### src/rtl/i2c_scl_clkgen_pkg.sv
package i2c_scl_clkgen_pkg;

   // fixed part of one half period, in internal ticks
   localparam int unsigned HALF_BASE   = 10;
   // coarse divider weight per half period is 4 ticks (shift of 2)
   localparam int unsigned COARSE_SHL  = 2;
   // widest fine divider supported by any variant
   localparam int unsigned FINE_BUS_W  = 3;
   // setup delay = setup value + this bias, in peripheral cycles
   localparam int unsigned SETUP_BIAS  = 2;

   typedef enum logic [1:0] {
      PH_IDLE  = 2'd0,
      PH_SETUP = 2'd1,
      PH_HIGH  = 2'd2,
      PH_LOW   = 2'd3
   } scl_phase_e;

endpackage

### src/rtl/scl_cfg_hold.sv
module scl_cfg_hold
   import i2c_scl_clkgen_pkg::*;
#(
   parameter bit          WIDE_CDF = 1'b1,
   parameter int unsigned COARSE_W = 6,
   parameter int unsigned COMP_W   = 4,
   parameter int unsigned SETUP_W  = 4,
   localparam int unsigned FINE_W  = WIDE_CDF ? 3 : 2,
   localparam int unsigned CFG_W   = COARSE_W + FINE_W
) (
   input  logic                  clk,
   input  logic                  rst_n,
   input  logic                  load_i,
   input  logic [CFG_W-1:0]      div_cfg_i,
   input  logic [COMP_W-1:0]     comp_i,
   input  logic [SETUP_W-1:0]    setup_i,
   output logic [FINE_BUS_W-1:0] fine_o,
   output logic [COARSE_W-1:0]   coarse_o,
   output logic [COMP_W-1:0]     comp_o,
   output logic [SETUP_W-1:0]    setup_o
);

   logic [FINE_BUS_W-1:0] fine_unpacked;
   logic [COARSE_W-1:0]   coarse_unpacked;

   // field split: fine divider in the low bits, coarse directly above
   generate
      if (WIDE_CDF) begin : g_fine3
         assign fine_unpacked = div_cfg_i[FINE_BUS_W-1:0];
      end else begin : g_fine2
         assign fine_unpacked = {{(FINE_BUS_W-FINE_W){1'b0}}, div_cfg_i[FINE_W-1:0]};
      end
   endgenerate

   assign coarse_unpacked = div_cfg_i[CFG_W-1:FINE_W];

   always_ff @(posedge clk or negedge rst_n) begin
      if (!rst_n) begin
         fine_o   <= '0;
         coarse_o <= '0;
         comp_o   <= '0;
         setup_o  <= '0;
      end else if (load_i) begin
         fine_o   <= fine_unpacked;
         coarse_o <= coarse_unpacked;
         comp_o   <= comp_i;
         setup_o  <= setup_i;
      end
   end

   // captured values only move on a load
   assert_cfg_frozen_R9: assert property (@(posedge clk) disable iff (!rst_n)
      (!load_i) |=> $stable({fine_o, coarse_o, comp_o, setup_o}));

endmodule

### src/rtl/scl_prescaler.sv
module scl_prescaler
   import i2c_scl_clkgen_pkg::*;
(
   input  logic                  clk,
   input  logic                  rst_n,
   input  logic                  run_i,
   input  logic                  advance_i,
   input  logic [FINE_BUS_W-1:0] fine_i,
   output logic                  tick_o
);

   logic [FINE_BUS_W-1:0] pre_q;
   logic                  wrap;

   assign wrap   = (pre_q == fine_i);
   assign tick_o = run_i && advance_i && wrap;

   always_ff @(posedge clk or negedge rst_n) begin
      if (!rst_n) begin
         pre_q <= '0;
      end else if (!run_i) begin
         pre_q <= '0;
      end else if (advance_i) begin
         pre_q <= wrap ? '0 : pre_q + 1'b1;
      end
   end

   // count never passes the fine divider while running
   assert_pre_bound_R3: assert property (@(posedge clk) disable iff (!rst_n)
      run_i |-> (pre_q <= fine_i));

   // a stalled prescaler holds its count (or restarts when stopped)
   assert_pre_stall_R8: assert property (@(posedge clk) disable iff (!rst_n)
      (run_i && !advance_i) |=> ($stable(pre_q) || pre_q == '0));

endmodule

### src/rtl/scl_setup_timer.sv
module scl_setup_timer
   import i2c_scl_clkgen_pkg::*;
#(
   parameter int unsigned SETUP_W = 4,
   localparam int unsigned CNT_W  = $clog2((2**SETUP_W) + SETUP_BIAS)
) (
   input  logic               clk,
   input  logic               rst_n,
   input  logic               active_i,
   input  logic [SETUP_W-1:0] setup_i,
   output logic               first_o,
   output logic               done_o
);

   logic [CNT_W-1:0] cnt_q;
   logic [CNT_W-1:0] last_cnt;

   assign last_cnt = CNT_W'(setup_i) + CNT_W'(SETUP_BIAS - 1);
   assign first_o  = active_i && (cnt_q == '0);
   assign done_o   = active_i && (cnt_q == last_cnt);

   always_ff @(posedge clk or negedge rst_n) begin
      if (!rst_n) begin
         cnt_q <= '0;
      end else if (!active_i) begin
         cnt_q <= '0;
      end else begin
         cnt_q <= cnt_q + 1'b1;
      end
   end

   // setup never runs past its programmed length
   assert_setup_cap_R5: assert property (@(posedge clk) disable iff (!rst_n)
      active_i |-> (cnt_q <= last_cnt));

endmodule

### src/rtl/scl_phase_seq.sv
module scl_phase_seq
   import i2c_scl_clkgen_pkg::*;
#(
   parameter int unsigned COARSE_W = 6,
   parameter int unsigned COMP_W   = 4,
   localparam int unsigned HALF_MAX = HALF_BASE + ((2**COARSE_W - 1) << COARSE_SHL),
   localparam int unsigned LOW_MAX  = HALF_MAX + (2**COMP_W - 1),
   localparam int unsigned PH_W     = $clog2(LOW_MAX + 1)
) (
   input  logic                clk,
   input  logic                rst_n,
   input  logic                en_i,
   input  logic                scl_in,
   input  logic                tick_i,
   input  logic                setup_first_i,
   input  logic                setup_done_i,
   input  logic [COARSE_W-1:0] coarse_i,
   input  logic [COMP_W-1:0]   comp_i,
   output logic                load_o,
   output logic                setup_active_o,
   output logic                run_o,
   output logic                advance_o,
   output logic                pull_low_o,
   output logic                high_o,
   output logic                launch_o,
   output logic                sample_o
);

   scl_phase_e       state_q;
   logic [PH_W-1:0]  ph_q;
   logic [PH_W-1:0]  half_len;
   logic [PH_W-1:0]  low_len;
   logic             in_high;
   logic             in_low;

   assign half_len = PH_W'(HALF_BASE) + (PH_W'(coarse_i) << COARSE_SHL);
   assign low_len  = half_len + PH_W'(comp_i);

   assign in_high        = (state_q == PH_HIGH);
   assign in_low         = (state_q == PH_LOW);
   assign load_o         = (state_q == PH_IDLE) && en_i;
   assign setup_active_o = (state_q == PH_SETUP);
   assign run_o          = in_high || in_low;
   assign advance_o      = in_low || (in_high && scl_in);
   assign pull_low_o     = (state_q == PH_SETUP) || in_low;
   assign high_o         = in_high;

   assign sample_o = en_i && in_high && tick_i && (ph_q == (half_len >> 1));
   assign launch_o = en_i && (setup_first_i ||
                     (in_low && tick_i && (ph_q == (low_len >> 1))));

   always_ff @(posedge clk or negedge rst_n) begin
      if (!rst_n) begin
         state_q <= PH_IDLE;
         ph_q    <= '0;
      end else if (!en_i) begin
         state_q <= PH_IDLE;
         ph_q    <= '0;
      end else begin
         unique case (state_q)
            PH_IDLE: begin
               state_q <= PH_SETUP;
               ph_q    <= '0;
            end
            PH_SETUP: begin
               if (setup_done_i) begin
                  state_q <= PH_HIGH;
                  ph_q    <= '0;
               end
            end
            PH_HIGH: begin
               if (tick_i) begin
                  if (ph_q == half_len - 1'b1) begin
                     state_q <= PH_LOW;
                     ph_q    <= '0;
                  end else begin
                     ph_q <= ph_q + 1'b1;
                  end
               end
            end
            PH_LOW: begin
               if (tick_i) begin
                  if (ph_q == low_len - 1'b1) begin
                     state_q <= PH_HIGH;
                     ph_q    <= '0;
                  end else begin
                     ph_q <= ph_q + 1'b1;
                  end
               end
            end
            default: begin
               state_q <= PH_IDLE;
               ph_q    <= '0;
            end
         endcase
      end
   end

   // dropping enable releases the line on the next cycle
   assert_release_off_R10: assert property (@(posedge clk) disable iff (!rst_n)
      (!en_i) |=> (!pull_low_o && !high_o));

   // the two strobes are exclusive
   assert_strobe_excl_R11: assert property (@(posedge clk) disable iff (!rst_n)
      !(launch_o && sample_o));

   // sampling happens only with SCL released
   assert_sample_high_R6: assert property (@(posedge clk) disable iff (!rst_n)
      sample_o |-> high_o);

   // launching happens only with SCL pulled low
   assert_launch_low_R7: assert property (@(posedge clk) disable iff (!rst_n)
      launch_o |-> pull_low_o);

   // a held-low line freezes the high-phase count
   assert_stretch_freeze_R8: assert property (@(posedge clk) disable iff (!rst_n)
      (in_high && !scl_in && en_i) |=> ($stable(ph_q) && high_o));

   // low-phase count stays inside the programmed length
   assert_low_bound_R4: assert property (@(posedge clk) disable iff (!rst_n)
      in_low |-> (ph_q < low_len));

endmodule

### src/rtl/i2c_scl_clkgen.sv
module i2c_scl_clkgen
   import i2c_scl_clkgen_pkg::*;
#(
   parameter bit          WIDE_CDF = 1'b1,
   parameter int unsigned COARSE_W = 6,
   parameter int unsigned COMP_W   = 4,
   parameter int unsigned SETUP_W  = 4,
   localparam int unsigned FINE_W  = WIDE_CDF ? 3 : 2,
   localparam int unsigned CFG_W   = COARSE_W + FINE_W
) (
   input  logic               clk,
   input  logic               rst_n,
   input  logic               enable,
   input  logic [CFG_W-1:0]   div_cfg,
   input  logic [COMP_W-1:0]  comp_ticks,
   input  logic [SETUP_W-1:0] setup_cfg,
   input  logic               scl_in,
   output logic               scl_pull_low,
   output logic               scl_high_phase,
   output logic               launch_stb,
   output logic               sample_stb
);

   // elaboration-time parameter checks
   generate
      if (COARSE_W < 1 || COARSE_W > 8) begin : g_bad_coarse
         $error("COARSE_W must be 1..8");
      end
      if (COMP_W < 1 || COMP_W > 8) begin : g_bad_comp
         $error("COMP_W must be 1..8");
      end
      if (SETUP_W < 1 || SETUP_W > 8) begin : g_bad_setup
         $error("SETUP_W must be 1..8");
      end
   endgenerate

   logic [FINE_BUS_W-1:0] fine_q;
   logic [COARSE_W-1:0]   coarse_q;
   logic [COMP_W-1:0]     comp_q;
   logic [SETUP_W-1:0]    setup_q;
   logic                  load;
   logic                  setup_active;
   logic                  setup_first;
   logic                  setup_done;
   logic                  run;
   logic                  advance;
   logic                  tick;

   scl_cfg_hold #(
      .WIDE_CDF (WIDE_CDF),
      .COARSE_W (COARSE_W),
      .COMP_W   (COMP_W),
      .SETUP_W  (SETUP_W)
   ) u_cfg (
      .clk       (clk),
      .rst_n     (rst_n),
      .load_i    (load),
      .div_cfg_i (div_cfg),
      .comp_i    (comp_ticks),
      .setup_i   (setup_cfg),
      .fine_o    (fine_q),
      .coarse_o  (coarse_q),
      .comp_o    (comp_q),
      .setup_o   (setup_q)
   );

   scl_prescaler u_pre (
      .clk       (clk),
      .rst_n     (rst_n),
      .run_i     (run),
      .advance_i (advance),
      .fine_i    (fine_q),
      .tick_o    (tick)
   );

   scl_setup_timer #(
      .SETUP_W (SETUP_W)
   ) u_setup (
      .clk      (clk),
      .rst_n    (rst_n),
      .active_i (setup_active),
      .setup_i  (setup_q),
      .first_o  (setup_first),
      .done_o   (setup_done)
   );

   scl_phase_seq #(
      .COARSE_W (COARSE_W),
      .COMP_W   (COMP_W)
   ) u_seq (
      .clk            (clk),
      .rst_n          (rst_n),
      .en_i           (enable),
      .scl_in         (scl_in),
      .tick_i         (tick),
      .setup_first_i  (setup_first),
      .setup_done_i   (setup_done),
      .coarse_i       (coarse_q),
      .comp_i         (comp_q),
      .load_o         (load),
      .setup_active_o (setup_active),
      .run_o          (run),
      .advance_o      (advance),
      .pull_low_o     (scl_pull_low),
      .high_o         (scl_high_phase),
      .launch_o       (launch_stb),
      .sample_o       (sample_stb)
   );

   // idle outputs while disabled and settled
   assert_idle_quiet_R1: assert property (@(posedge clk) disable iff (!rst_n)
      (!enable && $past(!enable)) |-> (!scl_pull_low && !scl_high_phase && !launch_stb && !sample_stb));

   // enabling from idle starts with the line pulled low and a launch
   assert_first_launch_R5: assert property (@(posedge clk) disable iff (!rst_n)
      (load) |=> (!enable || (scl_pull_low && launch_stb)));

endmodule

### config.mk
export PLATFORM = sky130hd
export DESIGN_NAME = i2c_scl_clkgen
export DESIGN_NICKNAME = d
export VERILOG_FILES = /design/src/rtl/i2c_scl_clkgen_pkg.sv /design/src/rtl/scl_cfg_hold.sv /design/src/rtl/scl_prescaler.sv /design/src/rtl/scl_setup_timer.sv /design/src/rtl/scl_phase_seq.sv /design/src/rtl/i2c_scl_clkgen.sv
export SDC_FILE = /design/constraint.sdc
export NUM_CORES = 1
export LEC_CHECK = 0
export ABC_AREA = 1
export BUFFER_PORTS_ARGS = -buffer_cell sky130_fd_sc_hd__buf_2
export CORE_ASPECT_RATIO = 1.25
export CORE_MARGIN = 1.5
export CORE_UTILIZATION = 33
export CTS_CLUSTER_DIAMETER = 200
export CTS_CLUSTER_SIZE = 20
export DETAILED_ROUTE_END_ITERATION = 7
export PLACE_DENSITY = 0.49
export SYNTH_ARGS = -nofsm -noshare
export SYNTH_HDL_FRONTEND = slang
export SYNTH_SLANG_ARGS = --single-unit
### constraint.sdc
create_clock -name clk -period 2.3 [get_ports clk]
set_input_delay 0.345 -clock clk [delete_from_list [all_inputs] [get_ports clk]]
set_output_delay 0.345 -clock clk [all_outputs]
set_load 0.02 [all_outputs]
---- After elaboration in Yosys (flattened, before gate mapping) ----
Cells that the tools add are included.
storage, ports and cells
  logic and storage cells ................. 69
  output and inout port bits .............. 4
  register bits ........................... 36
cells by class
  add/sub/neg operators ................... 8
  reduce and logical (&&, ||, !) cells .... 20
  multiplexer cells ....................... 18
  eq/ne operators ......................... 15
operator list
  kind                                                    count
  two-way mux 9 bit                                       6
  case mux 9 bit (4 select lines)                         1
  == test 9 x 8 -> 1 bit                                  2
  == test 9 bit                                           2
  subtractor 9 x 1 -> 9 bit (second input constant)       2
  logical AND 1 bit                                       12
  two-way mux 2 bit                                       6
  adder 4 x 8 -> 9 bit (first input constant)             1
  adder 9 x 1 -> 9 bit (second input constant)            1
  adder 9 x 4 -> 9 bit                                    1
  two-way mux 3 bit                                       3
  inequality test 3 bit (second input constant)           3
  case mux 2 bit (4 select lines)                         1
  inequality test 3 x 2 -> 1 bit (second input constant)  2
  adder 4 x 1 -> 5 bit (second input constant)            1
  adder 5 x 1 -> 5 bit (second input constant)            1
  == test 5 bit                                           1
  logical NOT 5 bit                                       1
  two-way mux 5 bit                                       1
  AND reduction 5 bit                                     1
  == test 2 bit (second input constant)                   2
  logical OR 1 bit                                        4
  adder 3 x 1 -> 3 bit (second input constant)            1
  == test 3 bit                                           1
  other kinds (4)                                         4

---- Depth between registers and ports, before layout ----
Gate-level depths: netlist of run 1.
  word-level depth ........................ 9
  gate-level depth with buffers ........... 21

---- Cells and area by module ----
Synthesis of run 1 repeated with hierarchy kept, for this count alone.
unflattened totals
  cell total of the unflattened synthesis .. 462
  area, all modules ....................... 3,010.4 um2
modules (own cells, without submodules)
  module           area an instance (um2)  cells an instance  times used  sequential area each (um2)
  scl_phase_seq    1,720.4                 295                1           275.3
  scl_cfg_hold     680.7                   72                 1           425.4
  scl_setup_timer  392.9                   61                 1           125.1
  scl_prescaler    216.5                   34                 1           75.1

---- Worst setup path before layout of run 1 ----
OpenSTA, ideal clock, no wires.
  path kind ............................... reg-to-output
  start ................................... register u_cfg.comp_o[1]
  end ..................................... output launch_stb
  cell stages (with the launch flop) ...... 14
  arrival time ............................ 2.127 ns
  path slack .............................. -0.172 ns
  data required time ...................... 1.955 ns
  buffers on the path ..................... 0
  cells stage by stage .................... dfrtp_1 -> inv_1 -> fa_1 -> inv_1 -> nand3_1 -> nand2_1 -> nand2_1 -> o21ai_1 -> nand2_1 -> inv_2 -> nor2_1 -> nor3_1 -> nand4_1 -> a21oi_1
on the way
  word-level cells in the longest chain between the ends .. 5
ends and longest elaborated chain
  item                      line                  text
  start: declaration        scl_cfg_hold.sv:19    output logic [COMP_W-1:0] comp_o,
  start signal: assignment  scl_cfg_hold.sv:46    comp_o <= comp_i;
  adder 9 x 4 -> 9 bit      scl_phase_seq.sv:37   assign low_len = half_len + PH_W'(comp_i);
  == test 9 x 8 -> 1 bit    scl_phase_seq.sv:50   (in_low && tick_i && (ph_q == (low_len >> 1))));
  logical AND 1 bit         scl_phase_seq.sv:50
  logical OR 1 bit          scl_phase_seq.sv:49   assign launch_o = en_i && (setup_first_i ||
  logical AND 1 bit         scl_phase_seq.sv:49
  end: declaration          i2c_scl_clkgen.sv:20  output logic launch_stb,
No other way between the ends.

---- Final worst setup path of run 1 ----
  start ................................... register u_cfg.coarse_o[0]
  end ..................................... output launch_stb
on the way
  word-level cells in the longest chain between the ends .. 6
ends and longest elaborated chain
  item                      line                 text
  start: declaration        scl_cfg_hold.sv:18   output logic [COARSE_W-1:0] coarse_o,
  start signal: assignment  scl_cfg_hold.sv:45   coarse_o <= coarse_unpacked;
  adder 4 x 8 -> 9 bit      scl_phase_seq.sv:36  assign half_len = PH_W'(HALF_BASE) + (PH_W'(coarse_i) << COARSE_SHL);
  adder 9 x 4 -> 9 bit      scl_phase_seq.sv:37
  == test 9 x 8 -> 1 bit    scl_phase_seq.sv:50
  logical AND 1 bit         scl_phase_seq.sv:50
  logical OR 1 bit          scl_phase_seq.sv:49
  logical AND 1 bit         scl_phase_seq.sv:49
No other way between the ends.

==> flow_summary.json, run 1 <==
{
  "fin_nets": 498,
  "die_y_um": 105,
  "post-route-min-period_ns": 2.78,
  "synthSimpleGateAreaFrac_pct": 33.5,
  "synth-xor-area-share_pct": 9.49,
  "drc": 0,
  "fin_cells": 563,
  "grt_setup_unrepaired": "yes",
  "ir_worst_vdd_v": 0.000718,
  "fillCellCount": 861,
  "dr.pass1.iters": 4,
  "netlist_area_um2": 2760,
  "final_area_um2": 3630,
  "power.internal_uw": 2820,
  "overflow": 0,
  "core-area_um2": 8150,
  "finalWorstSetupSlack_ns": -0.482,
  "p_per_area_nw_per_um2": 1460,
  "die_area_um2": 8910,
  "first_iter_violations": 100,
  "r2r_cells": 21,
  "hold_class": "in2async",
  "placed_area_um2": 3290,
  "dp.cells": 546,
  "drive_gt1_share_pct": 29.0,
  "syn_avg_cell_area_um2": 6.98,
  "grt.met2_usage_pct": 32.8,
  "fin_crit_sh_pct": 121,
  "fp.dieW_um": 84.7,
  "grt-busiest-layer": "met2",
  "grt_pass1_vias": 2649,
  "path_clk_slew_ns": 0.07,
  "ys_warn_count": 0,
  "slew_headroom_pct": 43.0,
  "synth_compound_area_share_pct": 6.99,
  "seq_area_frac_synth_pct": 32.7,
  "critical_path_arrival_ns": 2.44,
  "worstSetupPathType": "reg2out",
  "gp_congestion": 0.905,
  "met3_usage_pct": 2.45,
  "drv_cap": 0,
  "hold_violations": 0,
  "fin_worst_skew_ns": 0.00565,
  "avgViaCountPerCell": 4.88,
  "synth_top_family_by_area": "simple AND/OR/NAND/NOR gates",
  "syn2layout_area_growth_pct": 31.5,
  "port_buffers": 24,
  "ys_seq_elements": 36,
  "maxSlewViolCount": 0,
  "grt_pass1_wl_um": 12800,
  "synth.area.mux_share_pct": 3.68,
  "met1_usage_pct": 22.2,
  "end_kind": "output pin",
  "cts_tree": "yes",
  "syn_nets": 428,
  "cts-root-buf": "clkbuf_8",
  "regToRegStartpoint": "u_cfg.coarse_o[0]",
  "cts_max_level": 2,
  "hold_ws_ns": 0.152,
  "cp-start-kind": "flop",
  "setup_viol": 12,
  "avgRoutedWirePerCell_um": 13.7,
  "clk_latency_ns": 0.30,
  "switching_share_pct": 46.8,
  "p_comb_share_pct": 71.8,
  "numCtsBuffers": 5,
  "crit_required_ns": 1.96,
  "grt_max_degree": 37,
  "diodes": 0,
  "regToRegEndpoint": "u_seq.ph_q[7]",
  "tightest_slew_ns": 0.855,
  "synthCells": 395,
  "grt_usage_pct": 18.2,
  "drt_wl_total_um": 7690,
  "yosysUniqueCellTypes": 31,
  "cts.sinks": 36,
  "power_leakage_uw": 0.00177,
  "ctsHoldBuffers": 0,
  "worst-path-max-fanout": 3,
  "ff2ff_setup_slack_ns": -0.26,
  "synthAdderAreaFrac_pct": 5.72,
  "antenna_found_initial": 0,
  "io_pins": 25,
  "p_switching_uw": 2480,
  "status": "finished, violations left",
  "rows": 37,
  "clockBufferDepth": 2,
  "violations": "negative setup slack",
  "ant_nets": 0,
  "fmax_ghz": 0.359,
  "start_util_pct": 33.8,
  "pwr-share-clk_pct": 9.1,
  "place_hpwl_um": 6050,
  "p_seq_share_pct": 19.1,
  "num_vias": 2749
}
-- layer usage --
| layer | share of wire [%] | up-vias |
|---|---|---|
| met3 | 2.8 | 13 |
| met1 | 44 | 1290 |
| met5 | 0 | - |
| li1 | - | 1399 |
| met4 | 2.0 | 0 |
| met2 | 51 | 47 |
-- power by group through the flow --
stage / Combinational [uW] / Sequential [uW] / Clock (uW)
2_1_floorplan: 2140 / 982 / 0
4_1_cts: 3630 / 1020 / 503
3_3_place_gp: 3220 / 1010 / 0
3_5_place_dp: 3250 / 1010 / 0
6_report: 3800 / 1010 / 483
5_1_grt: 4240 / 1040 / 526
-- through the flow --
| step | setup WS (ns) | setup TNS [ns] | power (uW) | util [%] |
|---|---|---|---|---|
| final | -0.482 | -3.11 | 5300 | 44.5 |
| after detailed placement | -0.242 | -2.03 | 4270 | 40.4 |
| after global placement | -0.178 | -1.33 | 4230 | 40.4 |
| after CTS | -0.474 | -2.81 | 5150 | 43.6 |
| after floorplan | 0.00183 | 0 | 3130 | - |
| after global routing | -0.634 | -4.69 | 5810 | 44.5 |
-- flip-flops by register name, indices dropped and copies added, names as in the netlist --
signal and cells:
u_pre.pre_q 3, u_cfg.coarse_o 6, u_cfg.setup_o 4, u_seq.state_q 2, u_cfg.comp_o 4, u_cfg.fine_o 3, u_setup.cnt_q 5, u_seq.ph_q 9
-- logic make-up (layout without fill, tap and decap cells) --
| kind of cell | Yosys count | in the layout |
|---|---|---|
| DFF | 36 | 36 |
| and+or+nand+nor | 217 | 218 |
| muxes | 9 | 9 |
| buffers and inverters | 58 | 128 |
| xor gates and xnor gates | 29 | 29 |
| AOI/OAI and AO/OA | 34 | 34 |
| adders and majority gates | 12 | 12 |
-- worst max-delay path, cell delays in order (launching register included) --
cell	delay [ns]
dfrtp_1	0.39
inv_2	0.06
fa_2	0.37
inv_2	0.06
nand3_1	0.06
nand2_1	0.07
nand2_2	0.08
o21ai_2	0.18
nand2_2	0.10
inv_2	0.06
nor2_1	0.03
nor3_1	0.14
nand4_1	0.20
a21oi_2	0.18
buf_4	0.15
-- worst max path at each step --
stage	cells after the start	start	to	slack, ns
global route	13	u_cfg.coarse_o[0]	launch_stb	-0.63
CTS	14	u_cfg.coarse_o[0]	launch_stb	-0.47
floorplan	13	u_cfg.comp_o[1]	launch_stb	0.002
finish	14	u_cfg.coarse_o[0]	launch_stb	-0.48
global placement	14	u_cfg.coarse_o[0]	launch_stb	-0.18
detailed placement	14	u_cfg.coarse_o[0]	launch_stb	-0.24
-- synth_stat cells --
cell / n / area, um2
dfrtp_1: 36 / 901
nand4_1: 8 / 50.1
o211ai_1: 1 / 7.51
nand2_4: 1 / 11.3
xor2_1: 21 / 184
inv_2: 1 / 3.75
mux2_2: 9 / 101
a22oi_1: 1 / 7.51
ha_1: 11 / 138
inv_1: 46 / 173
xor2_2: 1 / 16.3
clkinv_1: 1 / 3.75
xnor2_1: 7 / 61.3
nor2_1: 37 / 139
nand3_1: 28 / 140
nand2_2: 3 / 18.8
nor4_1: 2 / 12.5
nand3b_1: 1 / 7.51
nor2_2: 1 / 6.26
o2111ai_1: 2 / 17.5
nor2_4: 1 / 11.3
fa_1: 1 / 20.0
a32o_1: 1 / 10.0
o21ai_1: 1 / 5.00
o21ai_0: 6 / 30.0
a211oi_1: 1 / 7.51
a21oi_1: 19 / 95.1
nand2_1: 118 / 443
clkbuf_1: 10 / 37.5
nor3_1: 17 / 85.1
o22ai_1: 2 / 12.5
-- final cells by class --
type                       instances  area (um2)  area share [%]
multi-input combinational        302        1830            50.4
sequential                        36         901            24.8
timing repair buffer              72         504            13.9
inverter                          48         180            4.97
tap                               97         121            3.35
clock buffer                       8        90.1            2.48
-- repair_timing --
item	CTS	global route
setup buffers	7	2
endpoints found under the setup margin	12	12
pin swaps	21	18
gates cloned	1	0
resized for setup	28	16
-- cell usage in the layout, fill, tap and decap left out, drive strengths merged --
master   synthesis  layout
nand3           28      28
buf              0      72
o21ai            7       7
a211oi           1       1
nand4            8       8
nand3b           1       1
inv             47      47
o22ai            2       2
clkinv           1       1
o211ai           1       1
nor3            17      17
a21oi           19      19
mux2             9       9
nand2          122     123
a32o             1       1
nor4             2       2
xor2            22      22
ha              11      11
fa               1       1
xnor2            7       7
nor2            39      39
dfrtp           36      36
clkbuf          10       8
a22oi            1       1
o2111ai          2       2
(Power assumes the default switching activity.)
==> run 2, diff against run 1 <==
CORE_MARGIN = unset   (was 1.5)
==> run 2 against run 1 <==
Against the previous run: non-clock buffer count is 7 higher; critical path depth is 5 lower; wire length is 0.18% lower; die area is 2.1% lower; the flow still finishes with violations (negative setup slack); clock skew is 0.0072 ns higher; largest power group unchanged.
==> flow_summary.json, run 2 (synthesis gave the netlist of run 1 again) <==
{
  "syn2layout_area_growth_pct": 36.3,
  "grt_usage_pct": 18.5,
  "end_kind": "output pin",
  "path_clk_slew_ns": 0.08,
  "violations": "negative setup slack",
  "die_area_um2": 8720,
  "post-route-min-period_ns": 2.71,
  "ant_nets": 0,
  "grt_pass1_wl_um": 12700,
  "slew_headroom_pct": 42.6,
  "fin_crit_sh_pct": 118,
  "status": "finished, violations left",
  "cts_tree": "yes",
  "first_iter_violations": 136,
  "cts-root-buf": "clkbuf_8",
  "fmax_ghz": 0.368,
  "cts_max_level": 2,
  "fin_nets": 505,
  "placed_area_um2": 3300,
  "crit_required_ns": 1.96,
  "setup_viol": 12,
  "fp.dieW_um": 83.7,
  "io_pins": 25,
  "core-area_um2": 7930,
  "tns_ns": -2.15,
  "grt_pass1_vias": 2602,
  "worst-path-max-fanout": 3,
  "hold_violations": 0,
  "dr_wl_met3_um": 213,
  "rows": 36,
  "grt_setup_unrepaired": "yes",
  "place_hpwl_um": 5850,
  "finalWorstSetupSlack_ns": -0.414,
  "worstSetupPathType": "reg2out",
  "antenna_found_initial": 0,
  "power_leakage_uw": 0.00184,
  "fin_worst_skew_ns": 0.0129,
  "cp-start-kind": "flop",
  "cts.sinks": 36,
  "ir_worst_vdd_v": 0.000734,
  "drive_gt1_share_pct": 32.8,
  "critical_path_arrival_ns": 2.37,
  "drt_wl_total_um": 7670,
  "avgViaCountPerCell": 4.86,
  "routed-wl-met2_um": 3890,
  "finalPower_uw": 5700,
  "diodes": 0,
  "tightest_slew_ns": 0.861,
  "drv_cap": 0,
  "drc": 0,
  "gp_congestion": 0.863,
  "highest_layer": "met4",
  "hold_class": "in2async",
  "top_regs": "u_seq.ph_q (9), u_cfg.coarse_o (6), u_setup.cnt_q (5)",
  "num_vias": 2756,
  "die_y_um": 104,
  "port_buffers": 24,
  "layout_commonest_cell": "nand2_1",
  "largest_register_ffs": 9,
  "regMostFlops": "u_seq.ph_q",
  "r2r_cells": 19,
  "drt-met1-wl_um": 3370,
  "clk_latency_ns": 0.30,
  "avgRoutedWirePerCell_um": 13.5,
  "dr.pass1.iters": 4,
  "clockBufferDepth": 2,
  "final_cell_mix": "101 x nand2_1, 50 x buf_4, 37 x inv_1, 36 x dfrtp_1, 32 x nor2_1",
  "maxSlewViolCount": 0,
  "start_util_pct": 34.8,
  "numCtsBuffers": 5,
  "overflow": 0,
  "p_per_area_nw_per_um2": 1520,
  "grt_max_degree": 37,
  "final_area_um2": 3760
}
run 2: changes by cell type in the layout (fill, tap and decap cells not counted), moves of 3 or more:
cell	delta
nor2_1	-3
buf_4	+5
inv_2	+3
nor2_2	+3
inv_1	-4
run 2: worst max-delay path, cell delays in order, from the launching register on:
cell	delay (ns)
dfrtp_1	0.40
inv_2	0.08
fa_2	0.48
a21oi_2	0.16
o2111ai_2	0.14
nor4_2	0.26
buf_4	0.16
nand4_1	0.11
a21oi_2	0.17
buf_6	0.13
run 2: path summary, 6_finish.rpt:
kind | start | endpoint | slack, ns
max | u_cfg.comp_o[2] | launch_stb | -0.41
min reg2reg | u_setup.cnt_q[0] | u_setup.cnt_q[0] | 0.51
min in group clk | setup_cfg[3] | u_cfg.setup_o[3] | 0.28
max reg2reg | u_cfg.comp_o[1] | u_seq.ph_q[0] | -0.20
min | rst_n | u_seq.ph_q[2] | 0.16
max in group asynchronous | rst_n | u_cfg.setup_o[1] | 1.59
run 2: power by group:
group / switching [uW] / total [uW] / internal (uW)
Sequential: 182 / 1000 / 822
Combinational: 2220 / 4190 / 1970
Clock: 230 / 497 / 267
run 2: cell type report:
cell class / instances / area, um2
tap: 95 / 119
fill: 791 / 4170
multi-input combinational: 302 / 1890
timing repair buffer: 79 / 564
sequential: 36 / 901
clock buffer: 7 / 96.3
inverter: 48 / 183
run 2: routing by layer:
layer	vias up	GRT usage [%]
met5	-	0
met4	0	7.26
met3	16	2.94
met2	62	32.8
met1	1262	22.3
li1	1416	-
run 2: through the flow:
step | utilization, % | setup slack, ns | hold WS, ns | instances
after floorplan | - | 0.00183 | 0.0494 | 395
after global placement | 41.7 | -0.232 | 0.501 | 546
after detailed placement | 41.7 | -0.209 | 0.502 | 546
after CTS | 45.6 | -0.538 | 0.174 | 565
after global routing | 47.4 | -0.605 | 0.226 | 567
final | 47.4 | -0.414 | 0.158 | 567
run 2: what timing repair did:
| action | 4_1_cts | 5_1_grt |
|---|---|---|
| resized for setup | 32 | 33 |
| gates cloned | 1 | 0 |
| setup endpoints to repair | 12 | 12 |
| hold buffers | 0 | 0 |
| buffers inserted | 11 | 6 |
| pin swaps | 13 | 20 |
==> run 3, diff against run 2 <==
CORE_UTILIZATION = 54   (was 33)
PLACE_DENSITY = 0.74   (was 0.49)
==> run 3 against run 2 <==
Against the previous run: fmax shrank 4.0%; critical endpoint unchanged; the run still ends with negative setup slack left; highest routed layer unchanged; final cell count down 7.6%; worst hold slack worse by 0.0057 ns; first-iteration DRC count increased by 30%; critical path type unchanged; non-clock buffer count fell by 8; clock skew about the same; combinational power down 3%; largest power group unchanged.
==> flow_summary.json, run 3 (synthesis gave the netlist of run 1 again) <==
{
  "finalWorstSetupSlack_ns": -0.528,
  "layout_commonest_cell": "nand2_1",
  "regMostFlops": "u_seq.ph_q",
  "slowest_stage": "fa_2",
  "power_leakage_uw": 0.00178,
  "core-area_um2": 4830,
  "crit_path_cell_trace": "inv_2, fa_2, inv_2, nand2_1, nand2_1, nand2_1, nand2_1, nand2_2, xor2_1, nor4_2, nand4_1, a21oi_2, buf_6",
  "status": "finished, violations left",
  "slowest_delay_ns": 0.40,
  "grt_pass1_wl_um": 11900,
  "die_area_um2": 5400,
  "fin_worst_skew_ns": 0.0124,
  "syn2layout_area_growth_pct": 30.0,
  "cts-root-buf": "clkbuf_8",
  "final_cell_mix": "101 x nand2_1, 42 x buf_4, 37 x inv_1, 36 x dfrtp_1, 34 x nor2_1",
  "violations": "negative setup slack",
  "grt_pass1_vias": 2727,
  "worst-path-max-fanout": 2,
  "ant_nets": 0,
  "drv_cap": 0,
  "slew_headroom_pct": 45.9,
  "grt_usage_pct": 29.1,
  "tightest_slew_ns": 0.812,
  "drc": 0,
  "critical_path_arrival_ns": 2.48,
  "port_buffers": 24,
  "drt_wl_total_um": 7280,
  "cts_tree": "yes",
  "tns_ns": -2.09,
  "rows": 28,
  "avgRoutedWirePerCell_um": 13.9,
  "cts.sinks": 36,
  "post-route-min-period_ns": 2.83,
  "io_pins": 25,
  "avgViaCountPerCell": 5.43,
  "cp-start-kind": "flop",
  "diodes": 0,
  "fin_crit_sh_pct": 123,
  "path_buf_inv": 3,
  "ir_worst_vdd_v": 0.000831,
  "ctsHoldBuffers": 0,
  "clk_latency_ns": 0.29,
  "grt_max_degree": 37,
  "gp_congestion": 0.919,
  "cp_common_cell": "nand2_1",
  "antenna_found_initial": 0,
  "dr.pass1.iters": 4,
  "cp_top_family": "simple AND/OR/NAND/NOR gates",
  "overflow": 0,
  "worstSetupPathType": "reg2out",
  "place_hpwl_um": 5150,
  "path_clk_slew_ns": 0.07,
  "maxSlewViolCount": 0,
  "largest_register_ffs": 9,
  "clockBufferDepth": 2,
  "num_vias": 2844,
  "die_y_um": 81.9,
  "p_per_area_nw_per_um2": 1530,
  "cts_max_level": 2,
  "fmax_ghz": 0.354,
  "hold_violations": 0,
  "end_kind": "output pin",
  "numCtsBuffers": 5,
  "first_iter_violations": 177,
  "fp.dieW_um": 65.9,
  "hold_class": "in2async",
  "finalPower_uw": 5470,
  "drive_gt1_share_pct": 30.2,
  "fin_nets": 497,
  "crit_required_ns": 1.96,
  "start_util_pct": 57.0,
  "top_regs": "u_seq.ph_q (9), u_cfg.coarse_o (6), u_setup.cnt_q (5)",
  "grt_setup_unrepaired": "yes",
  "setup_viol": 12
}
[run 3: changes by cell type in the layout (fill, tap and decap cells not counted), moves of 2 or more]
cell / previous run / this run
buf_4: 50 / 42
xor2_2: 3 / 1
nor2_1: 32 / 34
nor2_2: 5 / 2
nand3_1: 23 / 21
xor2_1: 18 / 20
nand3_2: 3 / 6
clkbuf_8: 7 / 5
[run 3: per-stage QoR]
step                      hold WS (ns)  cell area, um2  util, %  cells  setup slack (ns)
after floorplan                 0.0494            2790        -    395           0.00183
after global placement           0.471            3210     66.3    504            -0.184
after detailed placement         0.475            3210     66.3    504            -0.198
after CTS                        0.168            3510     72.7    522            -0.404
after global routing             0.233            3580     74.1    524            -0.632
final                            0.152            3580     74.1    524            -0.528
[run 3: path summary, 6_finish.rpt]
path / endpoint / depth (start not counted) / slack (ns) / startpoint
worst max-delay path: launch_stb / 13 / -0.53 / u_cfg.comp_o[2]
worst min-delay path: u_pre.pre_q[2] / 1 / 0.15 / rst_n
worst max register to register: u_seq.ph_q[1] / 20 / -0.16 / u_cfg.comp_o[2]
worst min register to register: u_setup.cnt_q[0] / 1 / 0.51 / u_setup.cnt_q[0]
max in group asynchronous: u_cfg.setup_o[2] / 1 / 1.64 / rst_n
min in group clk: u_cfg.comp_o[3] / 2 / 0.29 / comp_ticks[3]
[run 3: area by class of cell]
cell class,count,area [um2]
fill,378,1250
tap,60,75.1
inverter,48,180
timing repair buffer,71,504
clock buffer,6,72.6
multi-input combinational,302,1850
sequential,36,901
clock inverter,1,5.00
[run 3: layer usage]
metal | routed length (um) | up-vias | GRT usage [%]
met5 | 0 | - | 0
met3 | 317 | 28 | 3.33
met1 | 3010 | 1315 | 33.6
met2 | 3620 | 93 | 51.9
li1 | - | 1408 | -
met4 | 327 | 0 | 15.7
[run 3: power by group]
group          switching, uW  total, uW  internal, uW
clock network            217        423           206
registers                181       1000           822
logic                   2210       4050          1830
total                   2610       5470          2860
[run 3: timing repair]
item	CTS	global route
resized for setup	35	17
pin swaps	24	21
setup endpoints to repair	12	12
buffers inserted	10	2
gates cloned	1	0
